[config.mk]
export PLATFORM = sky130hd
export DESIGN_NAME = line_loop_ais_sel
export DESIGN_NICKNAME = d
export VERILOG_FILES = /design/src/rtl/llas_pkg.sv /design/src/rtl/llas_cfg_hold.sv /design/src/rtl/llas_ais_gen.sv /design/src/rtl/llas_path_sel.sv /design/src/rtl/line_loop_ais_sel.sv
export SDC_FILE = /design/constraint.sdc
export NUM_CORES = 1
export LEC_CHECK = 0
export BUFFER_PORTS_ARGS = -buffer_cell sky130_fd_sc_hd__buf_4
export CAP_MARGIN = 30
export CORE_ASPECT_RATIO = 2
export CORE_MARGIN = 10
export CORE_UTILIZATION = 25
export DETAILED_ROUTE_END_ITERATION = 8
export PLACE_DENSITY = 0.51
export RECOVER_POWER = 50
export REMOVE_ABC_BUFFERS = 1
export SYNTH_ARGS = -nofsm -noshare
export SYNTH_HDL_FRONTEND = slang
export SYNTH_SLANG_ARGS = --single-unit
export TNS_END_PERCENT = 1
[constraint.sdc]
create_clock -name clk -period 1.7 [get_ports clk]
set_input_delay 0.255 -clock clk [delete_from_list [all_inputs] [get_ports clk]]
set_output_delay 0.255 -clock clk [all_outputs]
set_load 0.01 [all_outputs]
[src/rtl/llas_pkg.sv]
package llas_pkg;

    typedef struct packed {
        logic stb;
        logic pos;
        logic neg;
    } rail_t;

    typedef enum logic [1:0] {
        LP_NORMAL  = 2'b00,
        LP_DIGITAL = 2'b01,
        LP_REMOTE  = 2'b10,
        LP_LOCAL   = 2'b11
    } loop_e;

    typedef enum logic [1:0] {
        JA_OFF  = 2'b00,
        JA_TX   = 2'b01,
        JA_RX   = 2'b10,
        JA_TEST = 2'b11
    } ja_e;

    localparam rail_t RAIL_IDLE = '0;

    // keep a mark only under its strobe; both rails high counts as a zero
    function automatic rail_t rail_clean(input rail_t r);
        rail_t o;
        o.stb = r.stb;
        o.pos = r.stb & r.pos & ~r.neg;
        o.neg = r.stb & r.neg & ~r.pos;
        return o;
    endfunction

endpackage

[src/rtl/llas_cfg_hold.sv]
module llas_cfg_hold #(
    parameter int W = 7
) (
    input  logic         clk,
    input  logic         rst_n,
    input  logic         sel,
    input  logic [W-1:0] cfg_in,
    output logic [W-1:0] cfg_eff
);

    typedef enum logic {
        CFG_TRACK = 1'b0,
        CFG_HOLD  = 1'b1
    } cfg_st_e;

    cfg_st_e      state, state_nxt;
    logic [W-1:0] shadow;

    always_comb begin
        state_nxt = state;
        unique case (state)
            CFG_TRACK: if (sel)  state_nxt = CFG_HOLD;
            CFG_HOLD:  if (!sel) state_nxt = CFG_TRACK;
        endcase
    end

    always_ff @(posedge clk) begin
        if (!rst_n) state <= CFG_TRACK;
        else        state <= state_nxt;
    end

    // shadow follows the pins while tracking, freezes once holding
    always_ff @(posedge clk) begin
        if (!rst_n)                 shadow <= '0;
        else if (state == CFG_TRACK) shadow <= cfg_in;
    end

    always_comb begin
        cfg_eff = cfg_in;
        unique case (state)
            CFG_TRACK: cfg_eff = cfg_in;
            CFG_HOLD:  cfg_eff = shadow;
        endcase
    end

    assert_hold_stable_R9: assert property (@(posedge clk) disable iff (!rst_n)
        (state == CFG_HOLD && $past(state) == CFG_HOLD) |-> $stable(cfg_eff));

endmodule

[src/rtl/llas_ais_gen.sv]
module llas_ais_gen
    import llas_pkg::*;
(
    input  logic  clk,
    input  logic  rst_n,
    input  logic  ref_stb,
    output rail_t ais
);

    typedef enum logic {
        MARK_POS = 1'b0,
        MARK_NEG = 1'b1
    } mark_e;

    mark_e mark, mark_nxt;

    always_comb begin
        mark_nxt = mark;
        unique case (mark)
            MARK_POS: if (ref_stb) mark_nxt = MARK_NEG;
            MARK_NEG: if (ref_stb) mark_nxt = MARK_POS;
        endcase
    end

    always_ff @(posedge clk) begin
        if (!rst_n) mark <= MARK_POS;
        else        mark <= mark_nxt;
    end

    always_comb begin
        ais = RAIL_IDLE;
        ais.stb = ref_stb;
        unique case (mark)
            MARK_POS: ais.pos = ref_stb;
            MARK_NEG: ais.neg = ref_stb;
        endcase
    end

    assert_mark_flip_R6: assert property (@(posedge clk) disable iff (!rst_n)
        ref_stb |=> (mark != $past(mark)));

    assert_mark_single_R6: assert property (@(posedge clk) disable iff (!rst_n)
        $onehot0({ais.pos, ais.neg}));

endmodule

[src/rtl/llas_path_sel.sv]
module llas_path_sel
    import llas_pkg::*;
(
    input  logic [1:0] loop_req,
    input  logic [1:0] ja_req,
    input  logic       ais_req,
    input  rail_t      tx,
    input  rail_t      rx,
    input  rail_t      ja_out,
    input  rail_t      ais,
    output rail_t      line_nxt,
    output rail_t      rcv_nxt,
    output rail_t      ja_in_nxt,
    output loop_e      lp_act,
    output ja_e        ja_act
);

    rail_t line_base;

    // test placement steers like bypass; local loop needs the transmit placement
    always_comb begin
        ja_act = (ja_e'(ja_req) == JA_TEST) ? JA_OFF : ja_e'(ja_req);
        lp_act = loop_e'(loop_req);
        if (lp_act == LP_LOCAL && ja_act != JA_TX) lp_act = LP_DIGITAL;
    end

    always_comb begin
        line_base = RAIL_IDLE;
        rcv_nxt   = RAIL_IDLE;
        ja_in_nxt = RAIL_IDLE;
        unique case (lp_act)
            LP_NORMAL: begin
                ja_in_nxt = (ja_act == JA_TX) ? tx : (ja_act == JA_RX) ? rx : RAIL_IDLE;
                line_base = (ja_act == JA_TX) ? ja_out : tx;
                rcv_nxt   = (ja_act == JA_RX) ? ja_out : rx;
            end
            LP_DIGITAL: begin
                ja_in_nxt = (ja_act == JA_TX) ? tx : (ja_act == JA_RX) ? rx : RAIL_IDLE;
                line_base = (ja_act == JA_TX) ? ja_out : tx;
                rcv_nxt   = tx;
            end
            LP_REMOTE: begin
                ja_in_nxt = (ja_act != JA_OFF) ? rx : RAIL_IDLE;
                line_base = (ja_act != JA_OFF) ? ja_out : rx;
                rcv_nxt   = (ja_act == JA_RX) ? ja_out : rx;
            end
            LP_LOCAL: begin
                ja_in_nxt = tx;
                line_base = ja_out;
                rcv_nxt   = ja_out;
            end
        endcase
        // remote loop outranks the all-ones request
        line_nxt = (ais_req && lp_act != LP_REMOTE) ? ais : line_base;
    end

endmodule

[src/rtl/line_loop_ais_sel.sv]
module line_loop_ais_sel
    import llas_pkg::*;
#(
    parameter int EQ_W = 3
) (
    input  logic            clk,
    input  logic            rst_n,
    input  logic            tx_stb,
    input  logic            tx_pos,
    input  logic            tx_neg,
    input  logic            rx_stb,
    input  logic            rx_pos,
    input  logic            rx_neg,
    input  logic            ja_stb,
    input  logic            ja_pos,
    input  logic            ja_neg,
    input  logic            ref_stb,
    input  logic            cfg_sel,
    input  logic [1:0]      cfg_loop,
    input  logic [1:0]      cfg_ja,
    input  logic [EQ_W-1:0] cfg_eq,
    input  logic            ais_req,
    input  logic            ict_n,
    output logic            line_stb,
    output logic            line_tip,
    output logic            line_ring,
    output logic            line_oe,
    output logic            rcv_stb,
    output logic            rcv_pos,
    output logic            rcv_neg,
    output logic            rcv_oe,
    output logic            jain_stb,
    output logic            jain_pos,
    output logic            jain_neg,
    output logic [EQ_W-1:0] eq_sel
);

    localparam int CFG_W = EQ_W + 4;

    logic [CFG_W-1:0] cfg_eff;
    rail_t tx_r, rx_r, ja_r, ais_r;
    rail_t line_nxt, rcv_nxt, jain_nxt;
    rail_t line_q, rcv_q, jain_q;
    loop_e lp_act;
    ja_e   ja_act;

    assign tx_r = rail_clean('{stb: tx_stb, pos: tx_pos, neg: tx_neg});
    assign rx_r = rail_clean('{stb: rx_stb, pos: rx_pos, neg: rx_neg});
    assign ja_r = rail_clean('{stb: ja_stb, pos: ja_pos, neg: ja_neg});

    llas_cfg_hold #(.W(CFG_W)) u_cfg (
        .clk     (clk),
        .rst_n   (rst_n),
        .sel     (cfg_sel),
        .cfg_in  ({cfg_eq, cfg_ja, cfg_loop}),
        .cfg_eff (cfg_eff)
    );

    llas_ais_gen u_ais (
        .clk     (clk),
        .rst_n   (rst_n),
        .ref_stb (ref_stb),
        .ais     (ais_r)
    );

    llas_path_sel u_path (
        .loop_req  (cfg_eff[1:0]),
        .ja_req    (cfg_eff[3:2]),
        .ais_req   (ais_req),
        .tx        (tx_r),
        .rx        (rx_r),
        .ja_out    (ja_r),
        .ais       (ais_r),
        .line_nxt  (line_nxt),
        .rcv_nxt   (rcv_nxt),
        .ja_in_nxt (jain_nxt),
        .lp_act    (lp_act),
        .ja_act    (ja_act)
    );

    always_ff @(posedge clk) begin
        if (!rst_n) begin
            line_q <= RAIL_IDLE;
            rcv_q  <= RAIL_IDLE;
            jain_q <= RAIL_IDLE;
        end else begin
            line_q <= line_nxt;
            rcv_q  <= rcv_nxt;
            jain_q <= jain_nxt;
        end
    end

    assign {line_stb, line_tip, line_ring} = line_q;
    assign {rcv_stb, rcv_pos, rcv_neg}     = rcv_q;
    assign {jain_stb, jain_pos, jain_neg}  = jain_q;
    assign line_oe = ict_n;
    assign rcv_oe  = ict_n;
    assign eq_sel  = cfg_eff[CFG_W-1:4];

    assert_line_marks_R7: assert property (@(posedge clk) disable iff (!rst_n)
        $onehot0({line_tip, line_ring}) && ((line_tip || line_ring) -> line_stb));

    assert_remote_src_R3: assert property (@(posedge clk) disable iff (!rst_n)
        (lp_act == LP_REMOTE && ja_act == JA_OFF) |=> (line_stb == $past(rx_stb)));

    assert_local_rcv_R4: assert property (@(posedge clk) disable iff (!rst_n)
        (lp_act == LP_LOCAL) |=> (rcv_stb == $past(ja_stb)));

    assert_digital_rcv_R2: assert property (@(posedge clk) disable iff (!rst_n)
        (lp_act == LP_DIGITAL) |=> (rcv_stb == $past(tx_stb)));

    assert_ict_off_R10: assert property (@(posedge clk) disable iff (!rst_n)
        !ict_n |-> (!line_oe && !rcv_oe));

endmodule

==> key figures, run 1 <==
Floorplan
  – Initial core utilization: 25.7%
  – Cell Rows: 33
  – Core area: 0.00409 mm2
  – # IOs: 36
  – Die area: 0.00735 mm2
  – Die Ht: 112 um
  – Die span in x: 65.8 um

STA
  – Final worst setup slack: -0.0187 ns
  – RSZ-0062 raised after global routing: yes
  – Worst hold margin: 0.228 ns
  – Slew @ Worst Pin: 0.399 ns
  – Pins over their slew limit: 0
  – Fin crit share: 101%
  – # setup viols final: 1
  – Fin Clk Skew: 0.000813 ns
  – Endpoints failing hold: 0
  – Max Freq: 0.582 GHz
  – Final min period: 1.72 ns
  – Max_slew headroom: 73.3%

Yosys
  – Synth unique cells: 39
  – Mapped Cells: 107
  – Post-synth EDFFs: 0
  – Register bit total from synthesis: 18
  – Cell area after synthesis: 0.00105 mm2
  – Ys flop type: dfxtp_1
  – Mapped Avg Cell Area: 9.82 um2
  – Count of warnings emitted by yosys: 0
  – Seq/Total Area, Yosys: 34.3%
  – Post-synth ARST share: 0%

Clock network
  – CTS root buf: clkbuf_8
  – TritonCTS clock tree: built
  – Clock transition at the registers of the reported paths: 0.07 ns
  – Clk_lat worst skew: 0.25 ns
  – Sink Count: 18
  – CTS Buf Count: 3
  – Clock buffer depth: 2
  – Htree depth: 1

Place
  – Placed inst area: 0.00136 mm2
  – Routability Congestion: 0.794
  – Placed insts: 192
  – PortBufs: 32
  – Post-DP HPWL: 2510 um

Power and ir drop
  – Total Power: 1.11 mW
  – Clock Power Share: 31.1%
  – Comb power frac: 27.0%
  – Worst vdd ir: 0.293 mV
  – P_int: 0.819 mW
  – Leak pwr: 0.652 nW
  – Seq pwr share: 41.9%
  – P per Cell Area: 733 mW/mm2
  – Switching pwr: 0.289 mW
  – Switching Share: 26.1%

Global routing
  – Met1 usage: 6.86%
  – Vias in the first global route: 974
  – Grt peak-use layer: met2
  – Antenna violations before repair: 0
  – Gr usage total: 8.17%
  – Pin count of the biggest net entering global routing: 18
  – Global-route wire length before repair: 4600 um
  – Global Route met2 Usage: 15.6%
  – Gr ovfl total: 0
  – GR Util met3: 2.41%

Drt
  – DRT iter0 DRCs: 16
  – Total number of vias: 949
  – Vias per cell: 4.84
  – DR WL/cell: 15.8 um
  – Drt total wl: 3090 um
  – Final ANT Viol Nets: 0
  – # DRC: 0
  – Drt pass-1 iters: 4

Layout
  – Fillcell total: 421
  – Most frequent cells in the layout: buf_4 (39), dfxtp_1 (17), nor2b_1 (6), a21oi_1 (6)
  – Final cell count without fillers: 196
  – Share of cells above drive strength 1: 46.5%
  – # diodes: 0
  – Fin nets: 171
  – Reg area: 364 um2
  – Commonest non-fill, non-tap cell in the layout: buf_4
  – Design Area, Final: 0.00151 mm2
  – Synthesis-to-layout area growth: 43.7%
  – Multi-input logic area: 714 um2

Critical path
  – Worst R2R Path Depth: 6
  – WP data required: 1.85 ns
  – Worst path max stage delay: 0.38 ns
  – Crit Path Category: flip-flop to flip-flop
  – Slowest CP cell: dfxtp_4
  – Type of origin of the critical path: flip-flop
  – WP depth: 6
  – Crit path arrival time: 1.86 ns
  – Crit-path cells: mux2i_4 > inv_2 > ha_4 > o21ba_4 > o21a_1 > o221a_2
  – CP max FO: 6
  – Setup crit end kind: flip-flop
  – WP buf/inv: 1
  – CP top delay family: compound AO/OA/AOI/OAI gates

Min path
  – Hold path cells: 2
  – Hold Crit Class: input pin to flip-flop

Flow run
  – Max Cap Viol: 0

Status
  – Status: finished, violations left
  – Violated checks: negative setup slack
[flip-flops by register name, indices dropped and copies added (netlist names)]
register / flops
jain_pos: 1
rcv_neg: 1
rcv_stb: 1
jain_stb: 1
line_tip: 1
jain_neg: 1
u_ais.mark: 1
rcv_pos: 1
line_ring: 1
line_stb: 1
u_cfg.shadow: 7
u_cfg.state: 1
[through the flow]
step                      setup slack (ns)  TNS (ns)  util (%)
after floorplan                     -0.300     -1.75         -
after detailed placement            -0.158    -0.678      33.3
after global routing               -0.0813    -0.333      36.9
after CTS                          -0.0103   -0.0103      35.7
after global placement              -0.123    -0.477      33.3
final                              -0.0187   -0.0187      36.9
[layer usage]
| layer | wire length (um) | up-vias |
|---|---|---|
| met2 | 1740 | 24 |
| met1 | 1100 | 449 |
| met5 | 0 | - |
| met3 | 162 | 6 |
| li1 | - | 470 |
| met4 | 86 | 0 |
[cell type report]
class / instances / area share (%)
multi-input cells: 78 / 47.3
flip-flops and latches: 18 / 24.1
repair buffers: 39 / 19.4
well taps: 52 / 4.31
clock buffers: 4 / 3.65
inverters: 5 / 1.24
[final timing paths]
kind | startpoint | endpoint | slack (ns)
max | u_cfg.state$_SDFF_PN0_ | line_stb$_SDFF_PN0_ | -0.02
min | cfg_sel | u_cfg.state$_SDFF_PN0_ | 0.23
max reg2reg | u_cfg.state$_SDFF_PN0_ | line_stb$_SDFF_PN0_ | -0.02
min reg2reg | u_ais.mark$_SDFF_PN0_ | u_ais.mark$_SDFF_PN0_ | 0.57
[Yosys cell counts (3+ instances only)]
library cell	number	area share, %
dfxtp_1	18	34
a21oi_1	7	3.3
nor2b_1	6	3.6
inv_1	5	1.8
nor2_1	5	1.8
o221a_2	5	5.4
and2_1	4	2.4
ha_1	4	4.8
mux2i_1	4	3.8
nand2_1	4	1.4
and3b_1	3	2.5
mux2_2	3	3.2
nand2b_1	3	1.8
nand3b_1	3	2.1
[power groups by stage]
stage,combinational (mW),clock (mW),sequential [mW]
final,0.299,0.344,0.464
after global routing,0.325,0.374,0.466
after CTS,0.285,0.359,0.464
after detailed placement,0.269,0,0.473
after global placement,0.265,0,0.471
after floorplan,0.125,0,0.481
[cell families after synthesis]
| family | after synthesis | synth area share (%) |
|---|---|---|
| mux | 7 | 7.02 |
| flops | 18 | 34.3 |
| compound gates | 25 | 19.5 |
| fa+ha+maj | 4 | 4.76 |
| buf+inv | 11 | 6.19 |
| simple gates | 42 | 28.2 |
[timing repair]
| action | CTS | global route |
|---|---|---|
| setup buffers | 0 | 0 |
| pin swaps | 0 | 1 |
| endpoints found under the setup margin | 9 | 6 |
| hold buffers | 0 | 0 |
| resized for setup | 8 | 9 |
[worst register-to-register path, cell delays in order, from the launching register on]
cell and delay (ns):
dfxtp_4 0.38, mux2i_4 0.28, inv_2 0.07, ha_4 0.30, o21ba_4 0.17, o21a_1 0.16
o221a_2 0.25
Power figures use the tool's default switching activity.
==> run 2, diff against run 1 <==
--- a/config.mk
+++ b/config.mk
@@ -13,7 +13,6 @@
 export DETAILED_ROUTE_END_ITERATION = 8
 export PLACE_DENSITY = 0.51
 export RECOVER_POWER = 50
-export REMOVE_ABC_BUFFERS = 1
 export SYNTH_ARGS = -nofsm -noshare
 export SYNTH_HDL_FRONTEND = slang
 export SYNTH_SLANG_ARGS = --single-unit
==> key figures, run 2 (synthesis gave the netlist of run 1 again) <==
Global routing
  – Gr usage total: 7.92% (-0.25 points)
  – Antenna violations before repair: 0 (unchanged)
  – Vias in the first global route: 936 (-3.9%)
  – Pin count of the biggest net entering global routing: 18 (unchanged)
  – Global-route wire length before repair: 4470 um (-2.7%)
  – Gr ovfl total: 0 (unchanged)

STA
  – Setup TNS: -0.0143 ns (+0.00436 ns)
  – Endpoints failing hold: 0 (unchanged)
  – # setup viols final: 1 (unchanged)
  – Max Freq: 0.583 GHz (+0.25%)
  – Fin Clk Skew: 0.00418 ns (+0.00337 ns)
  – Worst hold margin: 0.213 ns (-0.0155 ns)
  – Fin crit share: 101% (-0.26 points)
  – Pins over their slew limit: 0 (unchanged)
  – Final min period: 1.71 ns (-0.00436 ns)
  – Slew @ Worst Pin: 0.411 ns (+0.0121 ns)
  – Final worst setup slack: -0.0143 ns (+0.00436 ns)
  – Max_slew headroom: 72.5% (-0.81 points)
  – RSZ-0062 raised after global routing: yes

Layout
  – Final core occ: 35.9% (-1.0 points)
  – Synthesis-to-layout area growth: 39.8%
  – Final cell count without fillers: 194 (-1.0%)
  – # diodes: 0 (unchanged)
  – Share of cells above drive strength 1: 41.5% (-5.0 points)
  – Largest Register: u_cfg.shadow
  – Commonest non-fill, non-tap cell in the layout: buf_4
  – Most frequent cells in the layout: buf_4 (31), dfxtp_1 (17), clkbuf_1 (7)
  – Fillcell total: 417 (-0.95%)
  – Fin nets: 170 (-0.58%)
  – Number of flip-flops under the largest register name: 7 (unchanged)
  – Multi-input logic area: 721 um2 (+0.88%)
  – Reg area: 364 um2 (unchanged)
  – Design Area, Final: 0.00147 mm2 (-2.7%)

Clock network
  – Sink Count: 18 (unchanged)
  – Clock transition at the registers of the reported paths: 0.07 ns (about the same)
  – Htree depth: 1 (unchanged)
  – Clock buffer depth: 2 (unchanged)
  – Post-CTS Hold Fix Bufs: 0 (unchanged)
  – Clk_lat worst skew: 0.26 ns (about the same)
  – CTS Buf Count: 3 (unchanged)
  – CTS root buf: clkbuf_8
  – TritonCTS clock tree: built

Drt
  – Vias per cell: 4.93 (+1.8%)
  – Drt pass-1 iters: 5 (+1)
  – Final ANT Viol Nets: 0 (unchanged)
  – Drt total wl: 3000 um (-2.9%)
  – # DRC: 0 (unchanged)
  – DR WL/cell: 15.5 um (-1.9%)
  – Total number of vias: 956 (+0.74%)
  – DRT iter0 DRCs: 25 (+9)

Power and ir drop
  – Total Power: 1.05 mW (-5.2%)
  – Worst vdd ir: 0.327 mV (+12%)
  – Leak pwr: 0.615 nW (-5.6%)
  – P per Cell Area: 715 mW/mm2 (-2.5%)

Critical path
  – Crit Path Category: flip-flop to flip-flop
  – CP max FO: 6 (unchanged)
  – Type of origin of the critical path: flip-flop
  – WP data required: 1.85 ns (about the same)
  – Setup crit end kind: flip-flop
  – Crit path arrival time: 1.86 ns (about the same)

Floorplan
  – Die span in x: 65.8 um (unchanged)
  – Die area: 0.00735 mm2 (unchanged)
  – Cell Rows: 33 (unchanged)
  – # IOs: 36 (unchanged)
  – Die Ht: 112 um (unchanged)
  – Core area: 0.00409 mm2 (unchanged)
  – Initial core utilization: 25.7% (unchanged)

Place
  – Placed insts: 191 (-0.52%)
  – PortBufs: 32 (unchanged)
  – Pre-CTS setup slack: -0.0799 ns (+0.0781 ns)
  – Routability Congestion: 0.769 (-3.1%)
  – Placed inst area: 0.00139 mm2 (+2.3%)
  – Post-DP HPWL: 2480 um (-1.1%)

Flow run
  – Max Cap Viol: 0 (unchanged)

Status
  – Violated checks: negative setup slack
  – Status: finished, violations left

Min path
  – Hold Crit Class: input pin to flip-flop

Yosys
  – Net Count, Synth: 133
==> run 2: area by class of cell <==
type | count | area share [%]
flip-flops and latches | 18 | 24.8
inverters | 5 | 1.28
well taps | 52 | 4.43
clock buffers | 3 | 2.81
repair buffers | 38 | 17.6
multi-input cells | 78 | 49.1
==> run 2: layer usage <==
| metal | global-route usage (%) | wire [um] | vias to the layer above |
|---|---|---|---|
| li1 | - | - | 468 |
| met2 | 15.1 | 1680 | 28 |
| met3 | 2.71 | 196 | 7 |
| met4 | 3.88 | 79 | 0 |
| met5 | 0 | 0 | - |
| met1 | 6.74 | 1040 | 453 |
==> run 2: final timing paths <==
check | startpoint | to | slack, ns | depth (start not counted)
min reg2reg | u_ais.mark$_SDFF_PN0_ | u_ais.mark$_SDFF_PN0_ | 0.56 | 3
max reg2reg | u_cfg.state$_SDFF_PN0_ | line_stb$_SDFF_PN0_ | -0.01 | 6
max | u_cfg.state$_SDFF_PN0_ | line_stb$_SDFF_PN0_ | -0.01 | 6
min | cfg_sel | u_cfg.state$_SDFF_PN0_ | 0.21 | 2
==> run 2: timing repair <==
item / 4_1_cts / 5_1_grt
endpoints found under the setup margin: 7 / 6
resized for setup: 5 / 7
setup buffers: 0 / 0
pin swaps: 2 / 0
==> run 2: worst max-delay path, cell delays in order (launching register included) <==
cell and delay, ns:
dfxtp_4 0.39, mux2i_4 0.28, inv_2 0.06, ha_4 0.29, o21ba_4 0.16, o21a_1 0.16, o221a_2 0.25
==> run 2: power by group <==
part           leakage, nW  switching, mW  internal (mW)
Sequential           0.150         0.0130          0.451
Combinational        0.444          0.136          0.152
Clock               0.0216          0.141          0.158
Total                0.615          0.290          0.760
==> run 3, diff against run 2 <==
--- a/config.mk
+++ b/config.mk
@@ -8,7 +8,6 @@
 export BUFFER_PORTS_ARGS = -buffer_cell sky130_fd_sc_hd__buf_4
 export CAP_MARGIN = 30
 export CORE_ASPECT_RATIO = 2
-export CORE_MARGIN = 10
 export CORE_UTILIZATION = 25
 export DETAILED_ROUTE_END_ITERATION = 8
 export PLACE_DENSITY = 0.51
==> key figures, run 3 (synthesis gave the netlist of run 1 again) <==
Status
  – Status: finished, violations left
  – Violated checks: negative setup slack

Yosys
  – Net Count, Synth: 133 (unchanged)

Clock network
  – Sink Count: 18 (unchanged)
  – CTS Buf Count: 3 (unchanged)
  – Clock buffer depth: 2 (unchanged)
  – TritonCTS clock tree: built
  – Post-CTS Hold Fix Bufs: 0 (unchanged)
  – Clk_lat worst skew: 0.25 ns (about the same)
  – Clock transition at the registers of the reported paths: 0.06 ns (about the same)
  – CTS root buf: clkbuf_8
  – Htree depth: 1 (unchanged)

STA
  – Setup TNS: -0.0530 ns (-0.0387 ns)
  – Fin Clk Skew: 0.00225 ns (-0.00193 ns)
  – # setup viols final: 2 (+1)
  – Final min period: 1.73 ns (+0.0154 ns)
  – Pins over their slew limit: 0 (unchanged)
  – Final worst setup slack: -0.0298 ns (-0.0154 ns)
  – Fin crit share: 102% (+0.91 points)
  – Endpoints failing hold: 0 (unchanged)
  – Max Freq: 0.578 GHz (-0.89%)
  – Slew @ Worst Pin: 0.696 ns (+0.284 ns)
  – Max_slew headroom: 53.6% (-19 points)
  – RSZ-0062 raised after global routing: yes
  – Worst hold margin: 0.244 ns (+0.0311 ns)

Layout
  – Final core occ: 36.2% (+0.24 points)
  – Fin nets: 170 (unchanged)
  – Design Area, Final: 0.00146 mm2 (-0.34%)
  – Commonest non-fill, non-tap cell in the layout: buf_4
  – # diodes: 0 (unchanged)
  – Largest Register: u_cfg.shadow
  – Synthesis-to-layout area growth: 39.3%
  – Share of cells above drive strength 1: 40.1% (-1.4 points)
  – Number of flip-flops under the largest register name: 7 (unchanged)
  – Most frequent cells in the layout: buf_4 (30), dfxtp_1 (17), clkbuf_1 (8)
  – Final cell count without fillers: 194 (unchanged)

Global routing
  – Gr ovfl total: 0 (unchanged)
  – Antenna violations before repair: 0 (unchanged)
  – Gr usage total: 13.2% (+5.3 points)
  – Global-route wire length before repair: 4160 um (-7.0%)
  – Pin count of the biggest net entering global routing: 18 (unchanged)
  – Vias in the first global route: 907 (-3.1%)

Floorplan
  – Die area: 0.00448 mm2 (-39%)
  – Initial core utilization: 26.0% (+0.26 points)
  – Core area: 0.00405 mm2 (-1.0%)
  – Cell Rows: 33 (unchanged)
  – # IOs: 36 (unchanged)
  – Die Ht: 93.7 um (-16%)
  – Die span in x: 47.8 um (-27%)

Place
  – Placed insts: 191 (unchanged)
  – Placed inst area: 0.00139 mm2 (unchanged)
  – Routability Congestion: 0.767 (-0.31%)
  – Post-DP HPWL: 2180 um (-12%)
  – PortBufs: 32 (unchanged)

Drt
  – Drt pass-1 iters: 4 (-1)
  – Vias per cell: 4.85 (-1.6%)
  – Total number of vias: 941 (-1.6%)
  – Final ANT Viol Nets: 0 (unchanged)
  – DR WL/cell: 14.1 um (-9.1%)
  – Drt total wl: 2730 um (-9.1%)
  – DRT iter0 DRCs: 22 (-12%)
  – # DRC: 0 (unchanged)

Critical path
  – Worst setup endpoint: line_stb$_SDFF_PN0_
  – Worst R2R Path Depth: 6 (unchanged)
  – Setup crit start: u_cfg.state$_SDFF_PN0_
  – Crit path arrival time: 1.87 ns (about the same)
  – Setup crit end kind: flip-flop
  – CP max FO: 6 (unchanged)
  – R2R Setup Slk: -0.03 ns (-0.02 ns)
  – Crit Path Category: flip-flop to flip-flop
  – Worst r2r src: u_cfg.state$_SDFF_PN0_
  – Type of origin of the critical path: flip-flop
  – R2r endpoint: line_stb$_SDFF_PN0_
  – WP data required: 1.84 ns (about the same)

Min path
  – Hold Crit Class: input pin to flip-flop
  – Min-Delay Startpoint: cfg_sel

Flow run
  – Max Cap Viol: 0 (unchanged)

Power and ir drop
  – Leak pwr: 0.613 nW (-0.46%)
  – Worst vdd ir: 0.275 mV (-16%)
  – P per Cell Area: 711 mW/mm2 (-0.54%)
run 3: cell type report:
class	instances	area (um2)
Clock buffer	3	41.3
Fill cell	452	2580
Inverter	5	18.8
Multi-Input combinational cell	78	719
Sequential cell	18	364
Tap cell	52	65.1
Timing Repair Buffer	38	255
run 3: what timing repair did:
item,CTS,global route
gates resized for setup,5,5
gates cloned,0,0
setup endpoints to repair,6,7
buffers inserted,0,0
pin swaps,2,1
run 3: worst max-delay path: stages (launching register included):
cell     delay (ns)
dfxtp_4        0.39
mux2i_4        0.28
inv_2          0.07
ha_4           0.29
o21ba_4        0.16
o21a_1         0.17
o221a_2        0.26
run 3: where the power goes:
group	internal, mW	switching (mW)	leakage, nW
combinational	0.151	0.135	0.441
clock	0.157	0.134	0.0216
sequential	0.451	0.0125	0.150
total	0.759	0.281	0.613
run 3: metal layers:
metal  vias to the layer above  share of wire (%)  routed length [um]  global-route usage [%]
li1                        466                  -                   -                       -
met1                       446                 37                1020                    14.0
met2                        23                 57                1560                    23.5
met3                         6                3.3                  90                    1.73
met4                         0                2.0                  55                    6.25
met5                         -                  0                   0                       0
run 3: metrics by stage:
step	power [mW]	setup WS, ns
finish	1.04	-0.0298
CTS	1.06	-0.0312
global route	1.10	-0.0814
detailed placement	0.756	-0.0846
floorplan	0.637	-0.0792
global placement	0.751	-0.0629
run 3: worst min-delay path by stage:
| stage | end | slack [ns] | cells past startpoint |
|---|---|---|---|
| after floorplan | jain_neg$_SDFF_PN0_ | 0.37 | 1 |
| after global placement | u_cfg.state$_SDFF_PN0_ | 0.50 | 2 |
| after detailed placement | u_cfg.state$_SDFF_PN0_ | 0.50 | 2 |
| after CTS | u_cfg.state$_SDFF_PN0_ | 0.24 | 2 |
| after global routing | u_cfg.state$_SDFF_PN0_ | 0.25 | 2 |
| final | u_cfg.state$_SDFF_PN0_ | 0.24 | 2 |
